==> src/rtl/flashctl_pkg.sv <==
package flashctl_pkg;
   localparam int ARR_AW = 20;
   localparam int N_SECT = 12;
   localparam logic [7:0] OFF_KEY  = 8'h04;
   localparam logic [7:0] OFF_STAT = 8'h0C;
   localparam logic [7:0] OFF_CTL  = 8'h10;
   localparam int EB_OPE = 1;
   localparam int EB_WRP = 4;
   localparam int EB_ALN = 5;
   localparam int EB_PAR = 6;
   localparam int EB_SEQ = 7;
   localparam logic [7:0] ERR_MASK = 8'hF2;

   typedef enum logic [1:0] {OPK_PROG = 2'd0, OPK_SECT = 2'd1, OPK_MASS = 2'd2} opk_e;

   function automatic logic [ARR_AW-1:0] sect_base(input logic [3:0] s);
      logic [3:0] big;
      big = s - 4'd4;
      if (s < 4'd4)       sect_base = ARR_AW'({s[1:0], 14'h0});
      else if (s == 4'd4) sect_base = ARR_AW'(20'h10000);
      else                sect_base = ARR_AW'({big[2:0], 17'h0});
   endfunction

   function automatic logic [ARR_AW:0] sect_len(input logic [3:0] s);
      if (s < 4'd4)       sect_len = 21'h04000;
      else if (s == 4'd4) sect_len = 21'h10000;
      else                sect_len = 21'h20000;
   endfunction

   function automatic logic [3:0] sect_of(input logic [ARR_AW-1:0] a);
      if (a < 20'h10000)      sect_of = {2'b00, a[15:14]};
      else if (a < 20'h20000) sect_of = 4'd4;
      else                    sect_of = 4'd4 + {1'b0, a[19:17]};
   endfunction
endpackage

==> src/rtl/flashctl_keyseq.sv <==
module flashctl_keyseq #(
   parameter logic [31:0] KEY_A = 32'h45670123,
   parameter logic [31:0] KEY_B = 32'hCDEF89AB
) (
   input  logic        clk,
   input  logic        rst_n,
   input  logic        key_we,
   input  logic [31:0] key_val,
   input  logic        relock,
   output logic        unlocked
);
   typedef enum logic [1:0] {KS_WAIT_A, KS_WAIT_B, KS_OPEN, KS_DEAD} ks_e;
   ks_e st;

   always_ff @(posedge clk) begin
      if (!rst_n) st <= KS_WAIT_A;
      else begin
         case (st)
            KS_WAIT_A: if (key_we) st <= (key_val == KEY_A) ? KS_WAIT_B : KS_DEAD;
            KS_WAIT_B: if (key_we) st <= (key_val == KEY_B) ? KS_OPEN : KS_DEAD;
            KS_OPEN:   if (relock) st <= KS_WAIT_A;
            default:   st <= KS_DEAD;
         endcase
      end
   end

   assign unlocked = (st == KS_OPEN);
endmodule

==> src/rtl/flashctl_optimer.sv <==
module flashctl_optimer #(
   parameter int CW = 5
) (
   input  logic          clk,
   input  logic          rst_n,
   input  logic          load,
   input  logic [CW-1:0] load_val,
   output logic          busy
);
   logic [CW-1:0] cnt;

   always_ff @(posedge clk) begin
      if (!rst_n)          cnt <= '0;
      else if (load)       cnt <= load_val;
      else if (cnt != '0)  cnt <= cnt - 1'b1;
   end

   assign busy = (cnt != '0);
endmodule

==> src/rtl/flashctl_errbank.sv <==
module flashctl_errbank #(
   parameter int           W    = 8,
   parameter logic [W-1:0] MASK = '1
) (
   input  logic         clk,
   input  logic         rst_n,
   input  logic [W-1:0] set,
   input  logic [W-1:0] clr,
   output logic [W-1:0] flags
);
   for (genvar i = 0; i < W; i++) begin : g_bit
      if (MASK[i]) begin : g_flag
         logic f_q;
         always_ff @(posedge clk) begin
            if (!rst_n)      f_q <= 1'b0;
            else if (set[i]) f_q <= 1'b1;
            else if (clr[i]) f_q <= 1'b0;
         end
         assign flags[i] = f_q;
      end else begin : g_zero
         assign flags[i] = 1'b0;
      end
   end
endmodule

==> src/rtl/flashctl_unit.sv <==
module flashctl_unit
   import flashctl_pkg::*;
#(
   parameter int          REG_AW    = 8,
   parameter int          T_PROG    = 4,
   parameter int          T_SECT    = 12,
   parameter int          T_MASS    = 24,
   parameter logic [11:0] PROT_MASK = 12'h000,
   parameter logic [31:0] KEY_A     = 32'h45670123,
   parameter logic [31:0] KEY_B     = 32'hCDEF89AB
) (
   input  logic                clk,
   input  logic                rst_n,
   input  logic                bus_we,
   input  logic [REG_AW-1:0]   bus_addr,
   input  logic [31:0]         bus_wdata,
   output logic [31:0]         bus_rdata,
   input  logic                arr_we,
   input  logic [ARR_AW-1:0]   arr_addr,
   input  logic [1:0]          arr_size,
   input  logic [63:0]         arr_wdata,
   output logic                fl_go,
   output logic [1:0]          fl_kind,
   output logic [ARR_AW-1:0]   fl_base,
   output logic [ARR_AW:0]     fl_len,
   output logic [63:0]         fl_data
);
   localparam int TMAX_PS = (T_PROG > T_SECT) ? T_PROG : T_SECT;
   localparam int TMAX    = (TMAX_PS > T_MASS) ? TMAX_PS : T_MASS;
   localparam int CW      = $clog2(TMAX + 1);
   localparam logic [15:0] PROT16 = {4'h0, PROT_MASK};

   if (REG_AW < 5) begin : g_bad_aw
      $error("REG_AW too small for register offsets");
   end
   if (T_PROG < 1 || T_SECT < 1 || T_MASS < 1) begin : g_bad_t
      $error("operation durations must be at least one cycle");
   end

   logic       unlocked, busy_w;
   logic       pg_q, ser_q, mer_q;
   logic [3:0] snb_q;
   logic [1:0] psz_q;
   logic [7:0] err_q, err_set, err_clr;

   logic key_we, ctl_we, st_we, relock, start;
   logic [3:0] w_snb;
   logic       launch;
   opk_e       l_kind;
   logic [ARR_AW-1:0] l_base;
   logic [ARR_AW:0]   l_len;
   logic [CW-1:0]     l_dur;
   logic [2:0]        aln_mask;

   assign key_we  = bus_we && (bus_addr == REG_AW'(OFF_KEY));
   assign ctl_we  = bus_we && (bus_addr == REG_AW'(OFF_CTL)) && unlocked && !busy_w;
   assign st_we   = bus_we && (bus_addr == REG_AW'(OFF_STAT));
   assign relock  = ctl_we && bus_wdata[31];
   assign start   = ctl_we && !bus_wdata[31] && bus_wdata[16];
   assign w_snb   = bus_wdata[6:3];
   assign err_clr = st_we ? bus_wdata[7:0] : 8'h00;
   assign aln_mask = 3'((4'd1 << arr_size) - 4'd1);

   flashctl_keyseq #(.KEY_A(KEY_A), .KEY_B(KEY_B)) u_keys (
      .clk(clk), .rst_n(rst_n), .key_we(key_we), .key_val(bus_wdata),
      .relock(relock), .unlocked(unlocked)
   );

   always_comb begin
      err_set = '0;
      launch  = 1'b0;
      l_kind  = OPK_PROG;
      l_base  = '0;
      l_len   = '0;
      l_dur   = '0;
      if (start) begin
         if (bus_wdata[2] && bus_wdata[1]) err_set[EB_SEQ] = 1'b1;
         else if (bus_wdata[2]) begin
            if (PROT_MASK != 12'h000) err_set[EB_WRP] = 1'b1;
            else begin
               launch = 1'b1;
               l_kind = OPK_MASS;
               l_len  = 21'h100000;
               l_dur  = CW'(T_MASS);
            end
         end else if (bus_wdata[1]) begin
            if (w_snb >= 4'(N_SECT)) err_set[EB_OPE] = 1'b1;
            else if (PROT16[w_snb]) err_set[EB_WRP] = 1'b1;
            else begin
               launch = 1'b1;
               l_kind = OPK_SECT;
               l_base = sect_base(w_snb);
               l_len  = sect_len(w_snb);
               l_dur  = CW'(T_SECT);
            end
         end
      end else if (arr_we && !busy_w) begin
         if (!unlocked || !pg_q)               err_set[EB_SEQ] = 1'b1;
         else if (arr_size != psz_q)           err_set[EB_PAR] = 1'b1;
         else if (|(arr_addr[2:0] & aln_mask)) err_set[EB_ALN] = 1'b1;
         else if (PROT16[sect_of(arr_addr)])   err_set[EB_WRP] = 1'b1;
         else begin
            launch = 1'b1;
            l_kind = OPK_PROG;
            l_base = arr_addr;
            l_len  = 21'd1 << arr_size;
            l_dur  = CW'(T_PROG);
         end
      end
   end

   always_ff @(posedge clk) begin
      if (!rst_n) begin
         pg_q  <= 1'b0;
         ser_q <= 1'b0;
         mer_q <= 1'b0;
         snb_q <= '0;
         psz_q <= '0;
      end else if (ctl_we) begin
         pg_q  <= bus_wdata[0];
         ser_q <= bus_wdata[1];
         mer_q <= bus_wdata[2];
         snb_q <= w_snb;
         psz_q <= bus_wdata[9:8];
      end
   end

   always_ff @(posedge clk) begin
      if (!rst_n) begin
         fl_go   <= 1'b0;
         fl_kind <= OPK_PROG;
         fl_base <= '0;
         fl_len  <= '0;
         fl_data <= '0;
      end else begin
         fl_go <= launch;
         if (launch) begin
            fl_kind <= l_kind;
            fl_base <= l_base;
            fl_len  <= l_len;
            fl_data <= arr_wdata;
         end
      end
   end

   flashctl_optimer #(.CW(CW)) u_timer (
      .clk(clk), .rst_n(rst_n), .load(launch), .load_val(l_dur), .busy(busy_w)
   );

   flashctl_errbank #(.W(8), .MASK(ERR_MASK)) u_err (
      .clk(clk), .rst_n(rst_n), .set(err_set), .clr(err_clr), .flags(err_q)
   );

   always_comb begin
      bus_rdata = '0;
      if (bus_addr == REG_AW'(OFF_STAT)) begin
         bus_rdata[16]  = busy_w;
         bus_rdata[7:0] = err_q;
      end else if (bus_addr == REG_AW'(OFF_CTL)) begin
         bus_rdata[31]  = !unlocked;
         bus_rdata[0]   = pg_q;
         bus_rdata[1]   = ser_q;
         bus_rdata[2]   = mer_q;
         bus_rdata[6:3] = snb_q;
         bus_rdata[9:8] = psz_q;
      end
   end
endmodule

==> config.mk <==
export PLATFORM = sky130hd
export DESIGN_NAME = flashctl_unit
export DESIGN_NICKNAME = d
export VERILOG_FILES = /design/src/rtl/flashctl_pkg.sv /design/src/rtl/flashctl_keyseq.sv /design/src/rtl/flashctl_optimer.sv /design/src/rtl/flashctl_errbank.sv /design/src/rtl/flashctl_unit.sv
export SDC_FILE = /design/constraint.sdc
export NUM_CORES = 1
export LEC_CHECK = 0
export ABC_AREA = 1
export CORE_MARGIN = 4
export CORE_UTILIZATION = 34
export CTS_BUF_LIST = sky130_fd_sc_hd__clkbuf_8 sky130_fd_sc_hd__clkbuf_16
export CTS_CLUSTER_SIZE = 20
export DETAILED_ROUTE_END_ITERATION = 12
export DONT_BUFFER_PORTS = 1
export PLACE_DENSITY = 0.59
export SYNTH_ARGS = -nofsm -noshare
export SYNTH_HDL_FRONTEND = slang
export SYNTH_SLANG_ARGS = --single-unit
==> constraint.sdc <==
create_clock -name clk -period 1.85 [get_ports clk]
set_input_delay 0.185 -clock clk [delete_from_list [all_inputs] [get_ports clk]]
set_output_delay 0.185 -clock clk [all_outputs]
set_load 0.05 [all_outputs]
## After elaboration in Yosys (flattened, before gate mapping)

Memory sizes are Yosys's and may differ from the RTL's.
Index checks and enable logic that the tools add are counted.

- Register bits: 129
- Memory bits (read-only): 32
- Input bits: 130
- Output and inout port bits: 140
- Logic and storage cells: 181
- Memories kept: 2

Memory list:

| name | words | bits a word | read ports | clocked after memory_dff | wr ports | line | RTL |
|---|---|---|---|---|---|---|---|
| (no name shown) | 16 | 1 | 1 | 0 | 0 | flashctl_unit.sv:101 | `else if (PROT16[sect_of(arr_addr)]) err_set[EB_WRP] = 1'b1;` |
| (no name shown) | 16 | 1 | 1 | 0 | 0 | flashctl_unit.sv:88 | `else if (PROT16[w_snb]) err_set[EB_WRP] = 1'b1;` |

- $add $sub $neg: 4
- Magnitude comparators: 6
- Eq/ne operators: 12
- Shift-type cells: 2
- Multiplexer cells: 112
- Bitwise gates (word level): 1
- Reduce and logical (&&, ||, !) cells: 25

Operators with widths:

| operator | count |
|---|---|
| $mux 20 | 13 |
| $mux 21 | 8 |
| $mux 18 | 5 |
| $mux 1 | 49 |
| $mux 5 | 9 |
| $mux 4 | 11 |
| $eq 32x31->1 const B | 1 |
| $eq 32x32->1 const B | 1 |
| $mux 2 | 11 |
| $shl 1x2->21 const A | 1 |
| $lt 20x17->1 const B | 1 |
| $lt 20x18->1 const B | 1 |
| $mux 7 | 2 |
| $reduce_bool 2->1 | 6 |
| $logic_and 1x1->1 | 10 |
| $lt 4x5->1 const B | 2 |
| $eq 8x3->1 const B | 1 |
| $eq 8x4->1 const B | 1 |
| $eq 8x5->1 const B | 1 |
| $mux 8 | 1 |
| $mux 3 | 2 |
| $pmux 2 s3 | 1 |
| $reduce_bool 5->1 | 1 |
| $sub 5x1->5 const B | 1 |
| other kinds (18) | 22 |

## Depth between registers and ports, before layout

- Depth after elaboration: 18
- Depth in mapped cells: 15

## Hierarchy

A second synthesis with hierarchy kept.

- Cells, all modules: 837
- Area, all modules: 5820.6 sq um

Modules (own cells, without submodules):

| module | instances | cells an instance | area an instance (sq um) | sequential area each (sq um) |
|---|---|---|---|---|
| flashctl_unit | 1 | 695 | 4972.3 | 2062.0 |
| flashctl_keyseq | 1 | 66 | 312.8 | 40.0 |
| flashctl_optimer | 1 | 41 | 286.5 | 100.1 |
| flashctl_errbank | 1 | 35 | 249.0 | 100.1 |

## Least setup slack after synthesis

OpenSTA, ideal clock, no wires.

- Path kind: input to output
- Start: input bus_addr[7]
- End: output bus_rdata[1]
- Arrival time: 1.779 ns
- Data required time: 1.665 ns
- Setup slack: -0.114 ns
- Cell stages on the path: 6
- Path buffers: 1
- Cells stage by stage: nor2_1 nand2_1 inv_1 nand2_1 clkbuf_1 o21ai_0

- Word-level cells in the longest chain between the ends: 3
- Elaborated cells on any way between the ends: 4
- Those cells by class: eq/ne: 2; mux: 2

Ends and longest elaborated chain:

| item | line | RTL |
|---|---|---|
| start: declaration | flashctl_unit.sv:15 | `input logic [REG_AW-1:0] bus_addr,` |
| $eq 8x5->1 | flashctl_unit.sv:159 | `end else if (bus_addr == REG_AW'(OFF_CTL)) begin` |
| $mux 7 | flashctl_unit.sv:159 |  |
| $mux 7 * | flashctl_unit.sv:156 | `if (bus_addr == REG_AW'(OFF_STAT)) begin` |
| end: declaration | flashctl_unit.sv:17 | `output logic [31:0] bus_rdata,` |

Every way passes the cells marked *; elsewhere a longest branch is shown, timed or not.

## Final worst setup path

- Start: register u_timer.cnt[0]
- End: register fl_base[6]

- Word-level cells in the longest chain between the ends: 6
- Elaborated cells on any way between the ends: 10
- Those cells by class: mux: 4; reduce/logical: 6

Ends and longest elaborated chain:

| item | line | RTL |
|---|---|---|
| start: declaration | flashctl_optimer.sv:10 | `logic [CW-1:0] cnt;` |
| start signal: assignment | flashctl_optimer.sv:14 | `else if (load) cnt <= load_val;` |
| start signal: assignment | flashctl_optimer.sv:15 | `else if (cnt != '0) cnt <= cnt - 1'b1;` |
| $reduce_bool 5->1 * | flashctl_optimer.sv:18 | `assign busy = (cnt != '0);` |
| $logic_not 1->1 * | flashctl_unit.sv:56, flashctl_unit.sv:97 |  |
| $logic_and 1x1->1 | flashctl_unit.sv:56 | `assign ctl_we = bus_we && (bus_addr == REG_AW'(OFF_CTL)) && unlocked && !busy_w;` |
| $logic_and 1x1->1 (2 in a row) | flashctl_unit.sv:59 | `assign start = ctl_we && !bus_wdata[31] && bus_wdata[16];` |
| $mux 20 / $mux 1 (equally long branches) | flashctl_unit.sv:76 | `if (start) begin` |
| end signal: assignment | flashctl_unit.sv:139 | `fl_base <= l_base;` |
| end: declaration | flashctl_unit.sv:24 | `output logic [ARR_AW-1:0] fl_base,` |

Marks and branches as above.
A chain may end at the register's enable or synchronous reset.

==> results.cfg <==
[status]
status = complete, but fails checks
violations = negative setup slack

[floorplan]
num_rows = 45
die_y_um = 133
core-area_mm2 = 0.0153
die-area_mm2 = 0.0177
die_w_um = 133
start_util = 0.348
ios = 270

[synth]
ys_seq_area_frac = 0.429
ys_warn_count = 0
yosys_register_bits = 114
synth_cells = 723
synth_edf_count = 0
synth_area_mm2 = 0.00532
synthDistinctLibCells = 37
syn_area_per_cell_um2 = 7.35
ys.flop_type = dfxtp_1
synthArstFlopShare = 0

[worst_setup_path]
end_kind = flip-flop
arrival_ps = 2190
crit_chain = inv_2 > ha_4 > inv_2 > nor2_4 > nand3_2 > nor2_2 > nand2_1 > nor2_2 > nand2_4 > nand2_8 > clkinv_8 > buf_12 > nand2_1 > a21oi_2
path_max_fanout = 15
cp.required_ps = 2140
ff2ff_setup_slack_ps = -50
cp_top_family = simple AND/OR/NAND/NOR gates
crit_buf_inv = 4
start_kind = flip-flop
criticalPathCategory = reg -> reg
critPathMaxStageDelay_ps = 320
critical_path.slowest_cell = dfxtp_2

[grt]
grt.met2_usage = 0.292
grt_busiest_layer = met2
antenna_found_initial = 0
grt_overflow_total = 0
grt_pass1_wl_um = 25700
grt_max_degree = 82
globalRouteMet1Util = 0.217
grt_pass1_vias = 4942
grtUsageTotal = 0.181
use_met3 = 0.0631

[layout]
antenna_cells = 0
nNetsFinal = 1006
drive_gt1_frac = 0.242
mostFrequentLayoutCells = dfxtp_1, nor2_1, nand2_1
fillers = 1418
stdcell_count = 1097
regArea_mm2 = 0.00228
final_common_cell = dfxtp_1
multi_input_area_mm2 = 0.00263
area_growth_pct = 46.4

[timing]
rsz0062_at_grt = true
setup-violations-final = 72
relSlewSlack = 0.609
period_share = 1.03
fmax_mhz = 526
hold_viol = 0
holdWs_ps = 25.6
clock_skew_ps = 8.01
min_period_ps = 1900
final_max_slew_viol_count = 0
tightest_slew_ps = 585
worst_slack_ps = -49.9

[pwr]
leakagePower_nw = 3.33
seq_power_share = 0.383
p_sw_mw = 1.84
p_clk_frac = 0.443
ir_worst_vdd_v = 0.000655
p_comb_frac = 0.174
netSwitchingFraction = 0.274
p_per_area_mw_per_mm2 = 866
internal_power_mw = 4.90

[routing]
drt-pass1-iter-count = 5
wl_per_cell_um = 16.7
post-route-drc-count = 0
via_per_inst = 4.69
antenna_left = 0
drt-initial-drc-count = 370
drt_wl_total_um = 18400
routed-via-count = 5150

[clocking]
cts_num_sinks = 114
clkTransAtPathRegs_ps = 50
clk-insertion-delay-late_ps = 410
cts_made_buffers = 17
htreeDepth = 4
cts_tree = done
cts.root.buffer_cell = clkbuf_16
clock_path_buffers = 2

[hold_path]
hold_path_class = in -> reg

[place]
gp_congestion = 0.846
port_buffers = 0
post-dp-hpwl_um = 11100
post-place-cells = 947

[job]
cap_violations = 0
state kept, by name, indices dropped and copies added (netlist names):
| signal | flops |
|---|---|
| fl_len | 8 |
| pg_q | 1 |
| ser_q | 1 |
| fl_base | 20 |
| u_err.g_bit.g_flag.f_q | 4 |
| snb_q | 4 |
| fl_kind | 1 |
| u_timer.cnt | 5 |
| mer_q | 1 |
| fl_go | 1 |
| psz_q | 2 |
| fl_data | 64 |
| u_keys.st | 2 |
logic make-up after synthesis:
family / after synthesis / share of synthesized area
AOI/OAI and AO/OA: 128 / 0.123
xor gates and xnor gates: 3 / 0.00494
adders and majority gates: 2 / 0.00471
buffers and inverters: 129 / 0.141
DFF: 114 / 0.429
other: 1 / 0.000706
and+or+nand+nor: 346 / 0.296
metrics by stage:
stage | worst slack [ps] | area (um^2) | utilization | TNS (ps) | total power, mW
2_1_floorplan | -114 | 5440 | - | -229 | 3.28
3_3_place_gp | -41.9 | 5610 | 0.368 | -944 | 3.40
3_5_place_dp | -78.1 | 5610 | 0.368 | -3610 | 3.40
4_1_cts | -49.0 | 7240 | 0.474 | -1020 | 6.70
5_1_grt | -163 | 7780 | 0.510 | -12280 | 7.04
6_report | -49.9 | 7780 | 0.510 | -1400 | 6.74
path summary, 6_finish.rpt:
path                       to      startpoint  cells after the start
hold / removal    fl_base[14]    bus_wdata[3]                      4
setup / recovery   fl_base[6]  u_timer.cnt[0]                     14
hold reg to reg      snb_q[2]        snb_q[2]                      2
setup reg to reg   fl_base[6]  u_timer.cnt[0]                     14
worst register-to-register path: cells and delay by family (launching register included):
| kind | cells | cell delay, ps |
|---|---|---|
| flops | 1 | 320 |
| buf+inv | 4 | 390 |
| simple gates | 8 | 890 |
| compound gates | 1 | 70 |
| fa+ha+maj | 1 | 130 |
layout make-up:
type | count | area share
Timing Repair Buffer | 165 | 0.231
Sequential cell | 114 | 0.294
Timing Repair inverter | 1 | 0.00145
Inverter | 62 | 0.0325
Tap cell | 211 | 0.0339
Clock inverter | 13 | 0.0127
Multi-Input combinational cell | 513 | 0.339
Clock buffer | 18 | 0.0564
layer usage:
layer / part of all wire / wire length, um
met5: 0 / 0
met2: 0.49 / 8940
met3: 0.088 / 1620
met1: 0.40 / 7410
met4: 0.021 / 391
power groups by stage:
stage / clock network [mW] / logic [mW] / registers (mW)
detailed placement: 0 / 0.780 / 2.62
floorplan: 0 / 0.672 / 2.61
CTS: 3.05 / 1.08 / 2.57
finish: 2.99 / 1.17 / 2.58
global placement: 0 / 0.778 / 2.62
global route: 3.17 / 1.28 / 2.59
cells in the mapped netlist (2+ instances only):
cell | n | area, um^2
a21oi_1 | 38 | 190
buf_2 | 5 | 25.0
buf_4 | 34 | 255
buf_6 | 7 | 78.8
buf_8 | 7 | 105
clkbuf_1 | 13 | 48.8
dfxtp_1 | 114 | 2280
ha_1 | 2 | 25.0
inv_1 | 52 | 195
inv_2 | 10 | 37.5
nand2_1 | 111 | 417
nand2_2 | 2 | 12.5
nand2_4 | 2 | 22.5
nand3_1 | 31 | 155
nand4_1 | 3 | 18.8
nor2_1 | 122 | 458
nor2_2 | 55 | 344
nor3_1 | 11 | 55.1
nor4_1 | 2 | 12.5
o21ai_0 | 58 | 290
o21ai_1 | 27 | 135
xor2_1 | 2 | 17.5
repair_timing:
item | in CTS | in global routing
hold buffers | 97 | 0
setup buffers | 5 | 2
hold endpoints to repair | 103 | 0
setup endpoints to repair | 91 | 97
resized for setup | 12 | 84
pin swaps | 1 | 18
cloned | 1 | 14
No activity file was read; power rests on OpenSTA's default activity.
